## src/rtl/irq_pkg.sv

```systemverilog
// Shared types for the interrupt priority controller.
package irq_pkg;
    typedef enum logic [1:0] {
        LVL_OFF = 2'b00,
        LVL_LO  = 2'b01,
        LVL_MED = 2'b10,
        LVL_HI  = 2'b11
    } irq_lvl_e;

    // Tier slot numbers, which are also in_service bit positions.
    localparam logic [1:0] SLOT_LO  = 2'd0;
    localparam logic [1:0] SLOT_MED = 2'd1;
    localparam logic [1:0] SLOT_HI  = 2'd2;
    localparam logic [1:0] SLOT_NMI = 2'd3;
endpackage

```

## src/rtl/irq_level_pick.sv

```systemverilog
// Picks one candidate within a single tier.
// Assumes: cand marks pending sources of this tier. With ALLOW_RR, rr_on
// starts the search just after last_idx and wraps; otherwise lowest index.
module irq_level_pick #(
    parameter int N_SRC    = 8,
    parameter int IDX_W    = 3,
    parameter bit ALLOW_RR = 1'b0
) (
    input  logic             clk,
    input  logic             rst_n,
    input  logic [N_SRC-1:0] cand,
    input  logic             rr_on,
    input  logic [IDX_W-1:0] last_idx,
    output logic             hit,
    output logic [IDX_W-1:0] idx
);
    logic [IDX_W-1:0] low_idx;

    // Lowest-index candidate (fixed priority).
    always_comb begin
        low_idx = '0;
        for (int i = N_SRC - 1; i >= 0; i--) begin
            if (cand[i]) low_idx = IDX_W'(i);
        end
    end

    assign hit = |cand;

    generate
        if (ALLOW_RR) begin : g_rr
            logic [IDX_W-1:0] after_idx;
            logic             after_hit;

            // Lowest-index candidate strictly above the last served index.
            always_comb begin
                after_idx = '0;
                after_hit = 1'b0;
                for (int i = N_SRC - 1; i >= 0; i--) begin
                    if (cand[i] && (IDX_W'(i) > last_idx)) begin
                        after_idx = IDX_W'(i);
                        after_hit = 1'b1;
                    end
                end
            end

            // Round-robin result wraps to the lowest index when nothing is above.
            assign idx = (rr_on && after_hit) ? after_idx : low_idx;
        end else begin : g_static
            assign idx = low_idx;
        end
    endgenerate

    // a reported pick is always a real candidate
    p_pick_valid_r2: assert property (@(posedge clk) disable iff (!rst_n)
        hit |-> cand[idx]);
endmodule

```

## src/rtl/irq_insvc_track.sv

```systemverilog
// Keeps the four in-service bits and reports the highest running tier.
// Assumes: set_mask is one-hot or zero. pop clears the highest set bit
// of the state as it was before this cycle's set.
module irq_insvc_track (
    input  logic       clk,
    input  logic       rst_n,
    input  logic [3:0] set_mask,
    input  logic       pop,
    output logic [3:0] insvc,
    output logic [2:0] cur_rank
);
    logic [3:0] top_bit;

    // One-hot of the highest set in-service bit.
    always_comb begin
        top_bit = '0;
        for (int i = 0; i < 4; i++) begin
            if (insvc[i]) top_bit = 4'(1 << i);
        end
    end

    // Rank: 0 when idle, else 1 + highest set slot.
    always_comb begin
        cur_rank = 3'd0;
        for (int i = 0; i < 4; i++) begin
            if (insvc[i]) cur_rank = 3'(i + 1);
        end
    end

    // In-service state update.
    always_ff @(posedge clk) begin
        if (!rst_n) insvc <= '0;
        else        insvc <= (insvc & ~(pop ? top_bit : 4'b0)) | set_mask;
    end

    // a return with no new set drops exactly one in-service bit
    p_reti_pop_r7: assert property (@(posedge clk) disable iff (!rst_n)
        (pop && (insvc != 4'b0) && (set_mask == 4'b0))
        |=> ($countones(insvc) == $countones($past(insvc)) - 1));
endmodule

```

## src/rtl/irq_prio_ctrl.sv

```systemverilog
// Multilevel interrupt priority controller (top).
// Assumes: src_req and nmi_req are pulses that latch pending flags. The core
// pulses core_ack while core_irq is high and core_reti once per finished
// handler.
module irq_prio_ctrl
    import irq_pkg::*;
#(
    parameter int N_SRC = 8,
    localparam int IDX_W = (N_SRC > 1) ? $clog2(N_SRC) : 1
) (
    input  logic               clk,
    input  logic               rst_n,
    input  logic [N_SRC-1:0]   src_req,
    input  logic [2*N_SRC-1:0] src_level,
    input  logic [2:0]         lvl_en,
    input  logic               rr_mode,
    input  logic               nmi_req,
    input  logic               core_ack,
    input  logic               core_reti,
    output logic               core_irq,
    output logic [IDX_W-1:0]   core_vec,
    output logic               core_nmi,
    output logic [3:0]         in_service
);
    logic [N_SRC-1:0] pending;
    logic             nmi_pend;
    logic [IDX_W-1:0] rr_last;
    logic [N_SRC-1:0] cand_lo, cand_med, cand_hi;
    logic             hit_lo, hit_med, hit_hi;
    logic [IDX_W-1:0] idx_lo, idx_med, idx_hi;
    logic [2:0]       cur_rank;
    logic             hold_valid, hold_nmi;
    logic [IDX_W-1:0] hold_vec;
    logic [1:0]       hold_slot;
    logic             win;
    logic             win_nmi;
    logic [IDX_W-1:0] win_vec;
    logic [1:0]       win_slot;
    logic             fire;
    logic [3:0]       set_mask;
    logic [N_SRC-1:0] clr_mask;

    // Split pending sources into per-tier candidate vectors.
    generate
        for (genvar g = 0; g < N_SRC; g++) begin : g_split
            assign cand_lo[g]  = pending[g] && (irq_lvl_e'(src_level[2*g +: 2]) == LVL_LO);
            assign cand_med[g] = pending[g] && (irq_lvl_e'(src_level[2*g +: 2]) == LVL_MED);
            assign cand_hi[g]  = pending[g] && (irq_lvl_e'(src_level[2*g +: 2]) == LVL_HI);
        end
    endgenerate

    irq_level_pick #(.N_SRC(N_SRC), .IDX_W(IDX_W), .ALLOW_RR(1'b1)) u_pick_lo (
        .clk(clk), .rst_n(rst_n), .cand(cand_lo), .rr_on(rr_mode),
        .last_idx(rr_last), .hit(hit_lo), .idx(idx_lo));
    irq_level_pick #(.N_SRC(N_SRC), .IDX_W(IDX_W), .ALLOW_RR(1'b0)) u_pick_med (
        .clk(clk), .rst_n(rst_n), .cand(cand_med), .rr_on(rr_mode),
        .last_idx(rr_last), .hit(hit_med), .idx(idx_med));
    irq_level_pick #(.N_SRC(N_SRC), .IDX_W(IDX_W), .ALLOW_RR(1'b0)) u_pick_hi (
        .clk(clk), .rst_n(rst_n), .cand(cand_hi), .rr_on(rr_mode),
        .last_idx(rr_last), .hit(hit_hi), .idx(idx_hi));

    irq_insvc_track u_insvc (
        .clk(clk), .rst_n(rst_n), .set_mask(set_mask), .pop(core_reti),
        .insvc(in_service), .cur_rank(cur_rank));

    // Cross-tier choice: NMI, then high, medium, low, each gated by enable and rank.
    always_comb begin
        win      = 1'b0;
        win_nmi  = 1'b0;
        win_vec  = '0;
        win_slot = SLOT_LO;
        if (nmi_pend && !in_service[SLOT_NMI]) begin
            win = 1'b1; win_nmi = 1'b1; win_slot = SLOT_NMI;
        end else if (hit_hi && lvl_en[2] && cur_rank < 3'd3) begin
            win = 1'b1; win_vec = idx_hi; win_slot = SLOT_HI;
        end else if (hit_med && lvl_en[1] && cur_rank < 3'd2) begin
            win = 1'b1; win_vec = idx_med; win_slot = SLOT_MED;
        end else if (hit_lo && lvl_en[0] && cur_rank < 3'd1) begin
            win = 1'b1; win_vec = idx_lo; win_slot = SLOT_LO;
        end
    end

    assign fire     = core_ack && hold_valid;
    assign set_mask = fire ? 4'(1 << hold_slot) : 4'b0;
    assign clr_mask = (fire && !hold_nmi) ? N_SRC'(1) << hold_vec : '0;

    // Pending flags: new pulses set, acknowledge of the presented source clears.
    always_ff @(posedge clk) begin
        if (!rst_n) begin
            pending  <= '0;
            nmi_pend <= 1'b0;
        end else begin
            pending  <= (pending & ~clr_mask) | src_req;
            nmi_pend <= (nmi_pend && !(fire && hold_nmi)) || nmi_req;
        end
    end

    // Round-robin pointer: remembers the last acknowledged low-tier source.
    always_ff @(posedge clk) begin
        if (!rst_n)                             rr_last <= IDX_W'(N_SRC - 1);
        else if (fire && hold_slot == SLOT_LO)  rr_last <= hold_vec;
    end

    // Presentation register: load a winner when idle, drop it on acknowledge.
    always_ff @(posedge clk) begin
        if (!rst_n) begin
            hold_valid <= 1'b0;
            hold_nmi   <= 1'b0;
            hold_vec   <= '0;
            hold_slot  <= SLOT_LO;
        end else if (fire) begin
            hold_valid <= 1'b0;
        end else if (!hold_valid && win) begin
            hold_valid <= 1'b1;
            hold_nmi   <= win_nmi;
            hold_vec   <= win_vec;
            hold_slot  <= win_slot;
        end
    end

    assign core_irq = hold_valid;
    assign core_vec = hold_vec;
    assign core_nmi = hold_nmi;

    // presented request is held unchanged until acknowledged
    p_hold_stable_r6: assert property (@(posedge clk) disable iff (!rst_n)
        (core_irq && !core_ack) |=> (core_irq && $stable(core_vec) && $stable(core_nmi)));

    // a maskable request is raised only above the running tier
    p_preempt_only_r5: assert property (@(posedge clk) disable iff (!rst_n)
        ($rose(core_irq) && !core_nmi) |-> ($past(cur_rank) <= {1'b0, hold_slot}));

    // an NMI is never raised while an NMI handler runs
    p_nmi_block_r11: assert property (@(posedge clk) disable iff (!rst_n)
        ($rose(core_irq) && core_nmi) |-> !$past(in_service[SLOT_NMI]));

    // the NMI presentation carries vector zero
    p_nmi_vec_r3: assert property (@(posedge clk) disable iff (!rst_n)
        (core_irq && core_nmi) |-> (core_vec == '0));
endmodule

```

## config.mk

```make
export PLATFORM = sky130hd
export DESIGN_NAME = irq_prio_ctrl
export DESIGN_NICKNAME = d
export VERILOG_FILES = /design/src/rtl/irq_pkg.sv /design/src/rtl/irq_level_pick.sv /design/src/rtl/irq_insvc_track.sv /design/src/rtl/irq_prio_ctrl.sv
export SDC_FILE = /design/constraint.sdc
export NUM_CORES = 1
export LEC_CHECK = 0
export BUFFER_PORTS_ARGS = -buffer_cell sky130_fd_sc_hd__buf_4
export CAP_MARGIN = 0
export CORE_AREA = 2 2 61 63
export CTS_CLUSTER_SIZE = 8
export DETAILED_ROUTE_END_ITERATION = 10
export DIE_AREA = 0 0 63 65
export PLACE_DENSITY = 0.77
export REMOVE_ABC_BUFFERS = 1
export SLEW_MARGIN = 5
export SYNTH_ARGS = -nofsm -noshare
export SYNTH_HDL_FRONTEND = slang
export SYNTH_HIERARCHICAL = 1
export SYNTH_SLANG_ARGS = --single-unit
```

## constraint.sdc

```tcl
create_clock -name clk -period 2.36 [get_ports clk]
set_input_delay 0.354 -clock clk [delete_from_list [all_inputs] [get_ports clk]]
set_output_delay 0.354 -clock clk [all_outputs]
set_load 0.03 [all_outputs]
```

Yosys cells after proc, flatten, opt, wreduce, memory -nomap -nowiden
Index checks and enable logic that the tools add are counted.
Storage, ports and cells
  bits in registers: 23
  input bits: 33
  output and inout port bits: 9
  logic and storage cells: 174
Cells by class
  order comparisons: 11
  eq/ne operators: 24
  shifts and indexed selects: 2
  multiplexer cells: 64
  bitwise logic cells: 8
  reductions and logical operators: 57
Operator list (number)
  $mux W3: 39
  $logic_and A1 B1 Y1: 46
  $eq A2 B2 Y1 const B: 16
  $reduce_or A8 Y1: 3
  $eq A2 B1 Y1 const B: 8
  $mux W1: 16
  $gt A3 B3 Y1 const A: 4
  $mux W4: 3
  $mux W2: 5
  $and A8 B8 Y8: 1
  $mux W8: 1
  $not A8 Y8: 1
  $or A8 B8 Y8: 1
  $shl A1 B3 Y8 const A: 1
  $gt A1 B3 Y1 const A: 2
  $gt A2 B3 Y1 const A: 2
  $lt A3 B2 Y1 const B: 2
  $and A4 B4 Y4: 1
  $logic_not A1 Y1: 4
  $not A4 Y4: 1
  $or A4 B4 Y4: 1
  $shl A1 B2 Y4 const A: 1
  $lt A3 B1 Y1 const B: 1
  $logic_not A2 Y1: 1
  4 further kinds: 5

Longest topological paths before layout
Gate-level depths: netlist of run 1.
  depth after elaboration: 17
  gate-level depth with buffers: 9
  depth with buffers taken out: 9

Hierarchy
Netlist of run 1, hierarchy kept.
Modules (own cells, without submodules)
  irq_prio_ctrl: times used 1, cells each 143, area an instance 1128.6 um2, seq. area each 380.4 um2
  irq_level_pick (u_pick_lo): times used 1, cells each 45, area an instance 279.0 um2, seq. area each 0.0 um2
  irq_insvc_track: times used 1, cells each 21, area an instance 185.2 um2, seq. area each 80.1 um2
  irq_level_pick (u_pick_hi ...): times used 2, cells each 13, area an instance 81.3 um2, seq. area each 0.0 um2

Least setup slack after synthesis of run 1
OpenSTA, ideal clock, no wires.
  kind: input -> register
  start: input src_level[3]
  end: register hold_vec[0], in the netlist core_vec[0]
  data arrival time: 1.929 ns
  required time: 2.237 ns
  slack: 0.307 ns
  stages: 8
  path buffers: 0
  path through: and3b_1 nand2b_1 a21o_1 a211oi_2 nand2b_2 mux2_1 a221oi_1 o2bb2ai_1
Between the ends
  cells in the longest elaborated chain, start to end: 11
  elaborated cells between the ends (all ways): 38
Ends and longest elaborated chain
  from (decl): line irq_prio_ctrl.sv:14  | input logic [2*N_SRC-1:0] src_level,
  $eq A2 B1 Y1 *: line irq_prio_ctrl.sv:46  | assign cand_lo[g] = pending[g] && (irq_lvl_e'(src_level[2*g +: 2]) == LVL_LO);
  $logic_and A1 B1 Y1 *: line irq_prio_ctrl.sv:46
  $logic_and A1 B1 Y1: line irq_level_pick.sv:39  | if (cand[i] && (IDX_W'(i) > last_idx)) begin
  $mux W1 (2 in series): line irq_level_pick.sv:39
  $logic_and A1 B1 Y1: line irq_level_pick.sv:47  | assign idx = (rr_on && after_hit) ? after_idx : low_idx;
  $mux W3 *: line irq_level_pick.sv:47
  via idx_lo[0]: line irq_prio_ctrl.sv:30  | logic [IDX_W-1:0] idx_lo, idx_med, idx_hi;
  $mux W3 *: line irq_prio_ctrl.sv:78  | end else if (hit_lo && lvl_en[0] && cur_rank < 3'd1) begin
  $mux W3 *: line irq_prio_ctrl.sv:76  | end else if (hit_med && lvl_en[1] && cur_rank < 3'd2) begin
  $mux W3 *: line irq_prio_ctrl.sv:74  | end else if (hit_hi && lvl_en[2] && cur_rank < 3'd3) begin
  $mux W3 *: line irq_prio_ctrl.sv:72  | if (nmi_pend && !in_service[SLOT_NMI]) begin
  to (signal assigned): line irq_prio_ctrl.sv:116  | hold_vec <= win_vec;
  to (decl): line irq_prio_ctrl.sv:33  | logic [IDX_W-1:0] hold_vec;
Mark *: on every way through the listed nets, which the timed path passes. The rest lies on a longest branch.
A chain may end at the register's enable or synchronous reset.

Final worst setup path of run 1
  start: register pending[5]
  end: register hold_vec[0], in the netlist core_vec[0]
Between the ends
  cells in the longest elaborated chain, start to end: 14
  elaborated cells between the ends (all ways): 55
Ends and longest elaborated chain
  from (decl): line irq_prio_ctrl.sv:25  | logic [N_SRC-1:0] pending;
  from (signal assigned): line irq_prio_ctrl.sv:93  | pending <= (pending & ~clr_mask) | src_req;
  $logic_and A1 B1 Y1 *: line irq_prio_ctrl.sv:46
  via cand_lo[5]: line irq_prio_ctrl.sv:28  | logic [N_SRC-1:0] cand_lo, cand_med, cand_hi;
  $logic_and A1 B1 Y1: line irq_level_pick.sv:39
  $mux W1 (6 in series): line irq_level_pick.sv:39
  $logic_and A1 B1 Y1: line irq_level_pick.sv:47
  $mux W3 *: line irq_level_pick.sv:47
  via idx_lo[0]: line irq_prio_ctrl.sv:30
  $mux W3 *: line irq_prio_ctrl.sv:78
  $mux W3 *: line irq_prio_ctrl.sv:76
  $mux W3 *: line irq_prio_ctrl.sv:74
  $mux W3 *: line irq_prio_ctrl.sv:72
Marked as above.

==> results of run 1 <==
==> cells in the mapped netlist, types with 4 or more instances <==
library cell | count | area share (%)
a221oi_1 | 4 | 2.0
dfxtp_1 | 23 | 26
nand2_1 | 29 | 6.2
a21boi_0 | 4 | 1.7
nor2b_1 | 6 | 2.1
o21a_1 | 4 | 1.7
nor2_1 | 39 | 8.3
and3_1 | 9 | 3.2
inv_1 | 13 | 2.8
nand3_1 | 6 | 1.7
a21oi_1 | 14 | 4.0
o21ai_0 | 10 | 2.9
and3b_1 | 5 | 2.5
mux2i_1 | 4 | 2.3
==> power groups by stage <==
stage / Clock (W) / Sequential, W / Combinational, W
after floorplan: 0 / 0.000474 / 0.000175
after global placement: 0 / 0.000469 / 0.000285
after detailed placement: 0 / 0.000470 / 0.000290
after CTS: 0.000186 / 0.000461 / 0.000291
after global routing: 0.000205 / 0.000469 / 0.000323
final: 0.000184 / 0.000462 / 0.000293
==> cell type report <==
class | count | area share, %
Timing Repair Buffer | 43 | 15.4
Inverter | 13 | 2.32
Multi-Input combinational cell | 193 | 56.3
Clock buffer | 4 | 1.25
Sequential cell | 23 | 21.9
Tap cell | 48 | 2.86
==> registers in the layout, summed over array words and instances, names as in the netlist <==
register,count
pending,8
core_vec,3
rr_last,3
core_irq,1
u_insvc/insvc,4
nmi_pend,1
hold_slot,2
core_nmi,1
==> metal layers <==
| metal | global-route usage (%) | share of wire [%] | routed length [um] | vias up |
|---|---|---|---|---|
| met3 | 4.17 | 4.5 | 190 | 4 |
| met1 | 27.9 | 48 | 2050 | 839 |
| met4 | 3.06 | 0.49 | 21 | 0 |
| met2 | 36.8 | 47 | 2000 | 45 |
| li1 | - | - | - | 932 |
| met5 | 0 | 0 | 0 | - |
==> cells by family after synthesis <==
| logic type | after synthesis | share of synthesized area [%] |
|---|---|---|
| DFF | 23 | 26.2 |
| and+or+nand+nor | 125 | 39.0 |
| muxes | 5 | 2.92 |
| AOI/OAI and AO/OA | 63 | 25.4 |
| buffers and inverters | 19 | 6.49 |
==> worst max path at each step <==
stage,start,end,slack (ns)
floorplan,src_level[3],core_vec[0]$_SDFFE_PN0P_,0.31
global placement,src_level[8],core_vec[1]$_SDFFE_PN0P_,0.08
detailed placement,src_level[8],core_vec[1]$_SDFFE_PN0P_,0.07
CTS,pending[5]$_SDFF_PN0_,core_vec[0]$_SDFFE_PN0P_,0.15
global route,pending[5]$_SDFF_PN0_,core_vec[0]$_SDFFE_PN0P_,0.009
finish,pending[5]$_SDFF_PN0_,core_vec[0]$_SDFFE_PN0P_,0.19
==> repair_timing <==
item                       4_1_cts  5_1_grt
setup endpoints to repair        0        1
resized for setup                0        1
hold buffers                     0        0
==> critical path, stage by stage (launching register included) <==
cell and delay [ns]:
dfxtp_1 0.39, nand2_1 0.07, nor2_2 0.15, or3b_1 0.38
o21ai_0 0.12, o21ai_1 0.13, nand2b_2 0.10, mux2_1 0.33
a221oi_1 0.29, o2bb2ai_1 0.11
==> metrics by stage <==
stage	util, %	cell area (sq um)	hold WS [ns]	setup WS (ns)
floorplan	-	1690	0.416	0.307
global placement	59.3	2070	0.459	0.0796
detailed placement	59.3	2070	0.466	0.0674
CTS	60.1	2100	0.243	0.149
global route	60.1	2100	0.233	0.00947
finish	60.1	2100	0.242	0.195
==> flow_metrics.env, run 1 <==
export IMPL_syn_inst=235
export IMPL_swShare_pct=33.4
export IMPL_h_tree_depth=1
export IMPL_nFillCells=355
export IMPL_ys_warn_count=6
export IMPL_routedWlPerCell_um=13.2
export IMPL_dieArea_sq_um=4100
export IMPL_rsz0062_at_grt="no"
export IMPL_regToRegSetupSlack_ns=0.19
export IMPL_syn_area_sq_um=1760
export IMPL_io_pins=42
export IMPL_hpwl_um=3450
export IMPL_via_count=1820
export IMPL_core_area_sq_um=3500
export IMPL_start_util_pct=50.2
export IMPL_grt_antenna_before_repair=0
export IMPL_grt_overflow_total=0
export IMPL_std_cell_rows=22
export IMPL_syn2layout_area_growth_pct=19.7
export IMPL_rr_endpoint="core_vec[0]$_SDFFE_PN0P_"
export IMPL_finalNetCount=310
export IMPL_cts_root_buffer="clkbuf_4"
export IMPL_grt_pass1_wl_um=7080
export IMPL_grt_max_degree=17
export IMPL_startpoint_type="register"
export IMPL_hold_viol_final=0
export IMPL_tightest_slew_ns=0.568
export IMPL_cts_tree="built"
export IMPL_setup_viol=0
export IMPL_power_total_w=0.000939
export IMPL_syn_avg_cell_area_sq_um=7.47
export IMPL_p_leak_nw=0.900
export IMPL_ys_types=57
export IMPL_p_switching_w=0.000314
export IMPL_ys_seq_elements=23
export IMPL_multiInputGateArea_sq_um=1180
export IMPL_rr_worst_depth=9
export IMPL_p_seq_share_pct=49.2
export IMPL_p_int_w=0.000625
export IMPL_crit_arrival_ns=2.38
export IMPL_p_per_area_nw_per_um2=447
export IMPL_clock_skew_final_ns=0.00654
export IMPL_p_comb_share_pct=31.2
export IMPL_seq_area_sq_um=460
export IMPL_cp_required_ns=2.57
export IMPL_drtAntennaViolNets=0
export IMPL_fmax_mhz=462
export IMPL_vias_per_cell=5.62
export IMPL_dr_pass1_iters=4
export IMPL_async_flop_share_pct=0
export IMPL_cap_violations=0
export IMPL_numPortBuffers=41
export IMPL_antenna_cells=0
export IMPL_cts_made_buffers=3
export IMPL_die_w_um=63
export IMPL_status="complete, no violations"
export IMPL_drive_gt1_share_pct=22.5
export IMPL_slew_viol_final=0
export IMPL_fin_setup_tns_ns=0
export IMPL_final_common_cell="buf_4"
export IMPL_die_h_um=65
export IMPL_synth_edf_count=0
export IMPL_min_delay_start="src_req[5]"
export IMPL_whs_endpoint="pending[5]$_SDFF_PN0_"
export IMPL_clkLatencyLatePin_ns=0.31
export IMPL_peakVddDrop_uv=404
export IMPL_stdcell_count=324
export IMPL_placed_cells=320
export IMPL_slew_limit_headroom_pct=61.6
export IMPL_post_cts_buffers=0
export IMPL_min_path_type="in -> reg"
export IMPL_crit_path_end_kind="register"
export IMPL_clock_sinks=23
export IMPL_totalWireLength_um=4270
export IMPL_hold_depth=3
export IMPL_critPathKind="reg -> reg"
export IMPL_synth_flop_cell="dfxtp_1"
export IMPL_routabilityCongestion=0.904
export IMPL_grt_use_total_pct=21.3
export IMPL_finalCriticalPeriod_ns=2.17
export IMPL_crit_fanout=4
export IMPL_layout_common_cells="buf_4 (43), nor2_1 (38), nand2_1 (29)"
export IMPL_min_period_over_period_pct=91.8
export IMPL_r2r_start="pending[5]$_SDFF_PN0_"
export IMPL_drc=0
export IMPL_grt_pass1_vias=1620
export IMPL_clkSlewWorstSetupHoldPaths_ns=0.13
export IMPL_clockBufferDepth=2
export IMPL_ys_seq_area_share_pct=26.2
export IMPL_dr_first_iter_drc_count=101
export IMPL_p_clk_share_pct=19.6
(Power assumes the default switching activity.)
==> run 2: changes to the inputs <==
- CORE_AREA: 2 2 61 63 -> 2 2 66 68
- DIE_AREA: 0 0 63 65 -> 0 0 68 70
- PLACE_DENSITY: 0.77 -> 0.67
==> flow_metrics.env, run 2 (same netlist as run 1, synthesis figures left out) <==
export IMPL_routabilityCongestion=0.849
export IMPL_start_util_pct=42.4
export IMPL_critPathKind="reg -> reg"
export IMPL_clock_skew_final_ns=0.00458
export IMPL_p_per_area_nw_per_um2=472
export IMPL_fmax_mhz=460
export IMPL_startpoint_type="register"
export IMPL_antenna_cells=0
export IMPL_cts_hold_buf=0
export IMPL_setup_viol=0
export IMPL_tightest_slew_ns=0.555
export IMPL_cts_root_buffer="clkbuf_8"
export IMPL_clkSlewWorstSetupHoldPaths_ns=0.09
export IMPL_core_area_sq_um=4140
export IMPL_routedWlPerCell_um=13.7
export IMPL_crit_path_end_kind="register"
export IMPL_top_register="pending"
export IMPL_p_leak_nw=0.918
export IMPL_io_pins=42
export IMPL_hold_viol_final=0
export IMPL_timing_critical_path_buf_inv=1
export IMPL_grt_use_total_pct=20.1
export IMPL_syn2layout_area_growth_pct=22.0
export IMPL_status="complete, no violations"
export IMPL_drc=0
export IMPL_finalNetCount=311
export IMPL_grt_overflow_total=0
export IMPL_grt_pass1_wl_um=7480
export IMPL_crit_fanout=5
export IMPL_crit_arrival_ns=2.33
export IMPL_largest_register_ffs=8
export IMPL_largestRegisters="pending: 8 flops, u_insvc/insvc: 4 flops"
export IMPL_dieArea_sq_um=4760
export IMPL_hpwl_um=3620
export IMPL_slew_limit_headroom_pct=62.9
export IMPL_cp_slowest_stage_delay_ns=0.40
export IMPL_clockBufferDepth=2
export IMPL_cap_violations=0
export IMPL_slew_viol_final=0
export IMPL_grt_pass1_vias=1655
export IMPL_slowest_stage="dfxtp_1"
export IMPL_clkLatencyLatePin_ns=0.27
export IMPL_dr_first_iter_drc_count=45
export IMPL_power_total_w=0.00101
export IMPL_post_cts_buffers=0
export IMPL_rsz0062_at_grt="no"
export IMPL_finalCriticalPeriod_ns=2.18
export IMPL_cp_required_ns=2.52
export IMPL_fin_setup_tns_ns=0
export IMPL_die_h_um=70
export IMPL_min_period_over_period_pct=92.2
export IMPL_dr_pass1_iters=4
export IMPL_numPortBuffers=41
export IMPL_grt_antenna_before_repair=0
export IMPL_peakVddDrop_uv=276
export IMPL_path_cells="nand2_1 -> nor2_1 -> inv_1 -> a21o_1 -> a211oi_2 -> nand2b_2 -> mux2_1 -> a221oi_1 -> o2bb2ai_1"
export IMPL_layout_common_cells="buf_4 (44), nor2_1 (38), nand2_1 (29)"
export IMPL_std_cell_rows=24
export IMPL_stdcell_count=329
export IMPL_cts_tree="built"
export IMPL_via_count=1806
export IMPL_vias_per_cell=5.49
export IMPL_die_w_um=68
export IMPL_grt_max_degree=17
export IMPL_clock_sinks=23
export IMPL_cpLargestDelayFamily="compound AO/OA/AOI/OAI gates"
export IMPL_placed_cells=325
export IMPL_totalWireLength_um=4520
export IMPL_min_path_type="in -> reg"
export IMPL_drtAntennaViolNets=0
export IMPL_cts_made_buffers=3
export IMPL_drive_gt1_share_pct=23.5
export IMPL_h_tree_depth=1
export IMPL_final_common_cell="buf_4"
-- run 2: final timing paths --
check | startpoint | end | slack, ns | cells past startpoint
max | pending[2]$_SDFF_PN0_ | core_vec[0]$_SDFFE_PN0P_ | 0.18 | 9
min | nmi_req | nmi_pend$_SDFF_PN0_ | 0.29 | 3
max reg2reg | pending[2]$_SDFF_PN0_ | core_vec[0]$_SDFFE_PN0P_ | 0.18 | 9
min reg2reg | nmi_pend$_SDFF_PN0_ | nmi_pend$_SDFF_PN0_ | 0.50 | 2
-- run 2: per-layer routing --
layer  vias to the layer above  wire length (um)  global-route usage (%)
met5                         -                 0                       0
met4                         0                53                    5.33
li1                        935                 -                       -
met1                       838              2210                    28.6
met3                         5               143                    1.93
met2                        28              2110                    32.0
-- run 2: final cells by class --
| class | instances | area (sq um) |
|---|---|---|
| flip-flops and latches | 23 | 460 |
| repair buffers | 44 | 330 |
| inverters | 13 | 48.8 |
| multi-input cells | 193 | 1190 |
| clock inverters | 1 | 5.00 |
| well taps | 52 | 65.1 |
| fillers | 446 | 2000 |
| clock buffers | 3 | 41.3 |
-- run 2: per-stage QoR --
stage	setup WS [ns]	util, %	hold slack, ns	area [sq um]
4_1_cts	0.179	51.4	0.289	2130
6_report	0.185	51.7	0.287	2140
3_3_place_gp	0.126	50.3	0.464	2090
5_1_grt	0.0155	51.7	0.298	2140
2_1_floorplan	0.307	-	0.416	1690
3_5_place_dp	0.0775	50.3	0.485	2090
-- run 2: report_power, final --
part	leakage (nW)	switching, W	total, W	internal (W)
clock	0.0255	0.000132	0.000250	0.000118
sequential	0.190	0.0000456	0.000463	0.000418
combinational	0.702	0.000154	0.000297	0.000143
-- run 2: tightest hold or removal path, stage by stage --
cell     delay (ns)
buf_4          0.08
a21oi_1        0.03
nor2_1         0.07
-- run 2: repair_timing --
| action | CTS | global route |
|---|---|---|
| hold endpoints to repair | 0 | 0 |
| gates resized for setup | 0 | 2 |
| endpoints found under the setup margin | 0 | 2 |
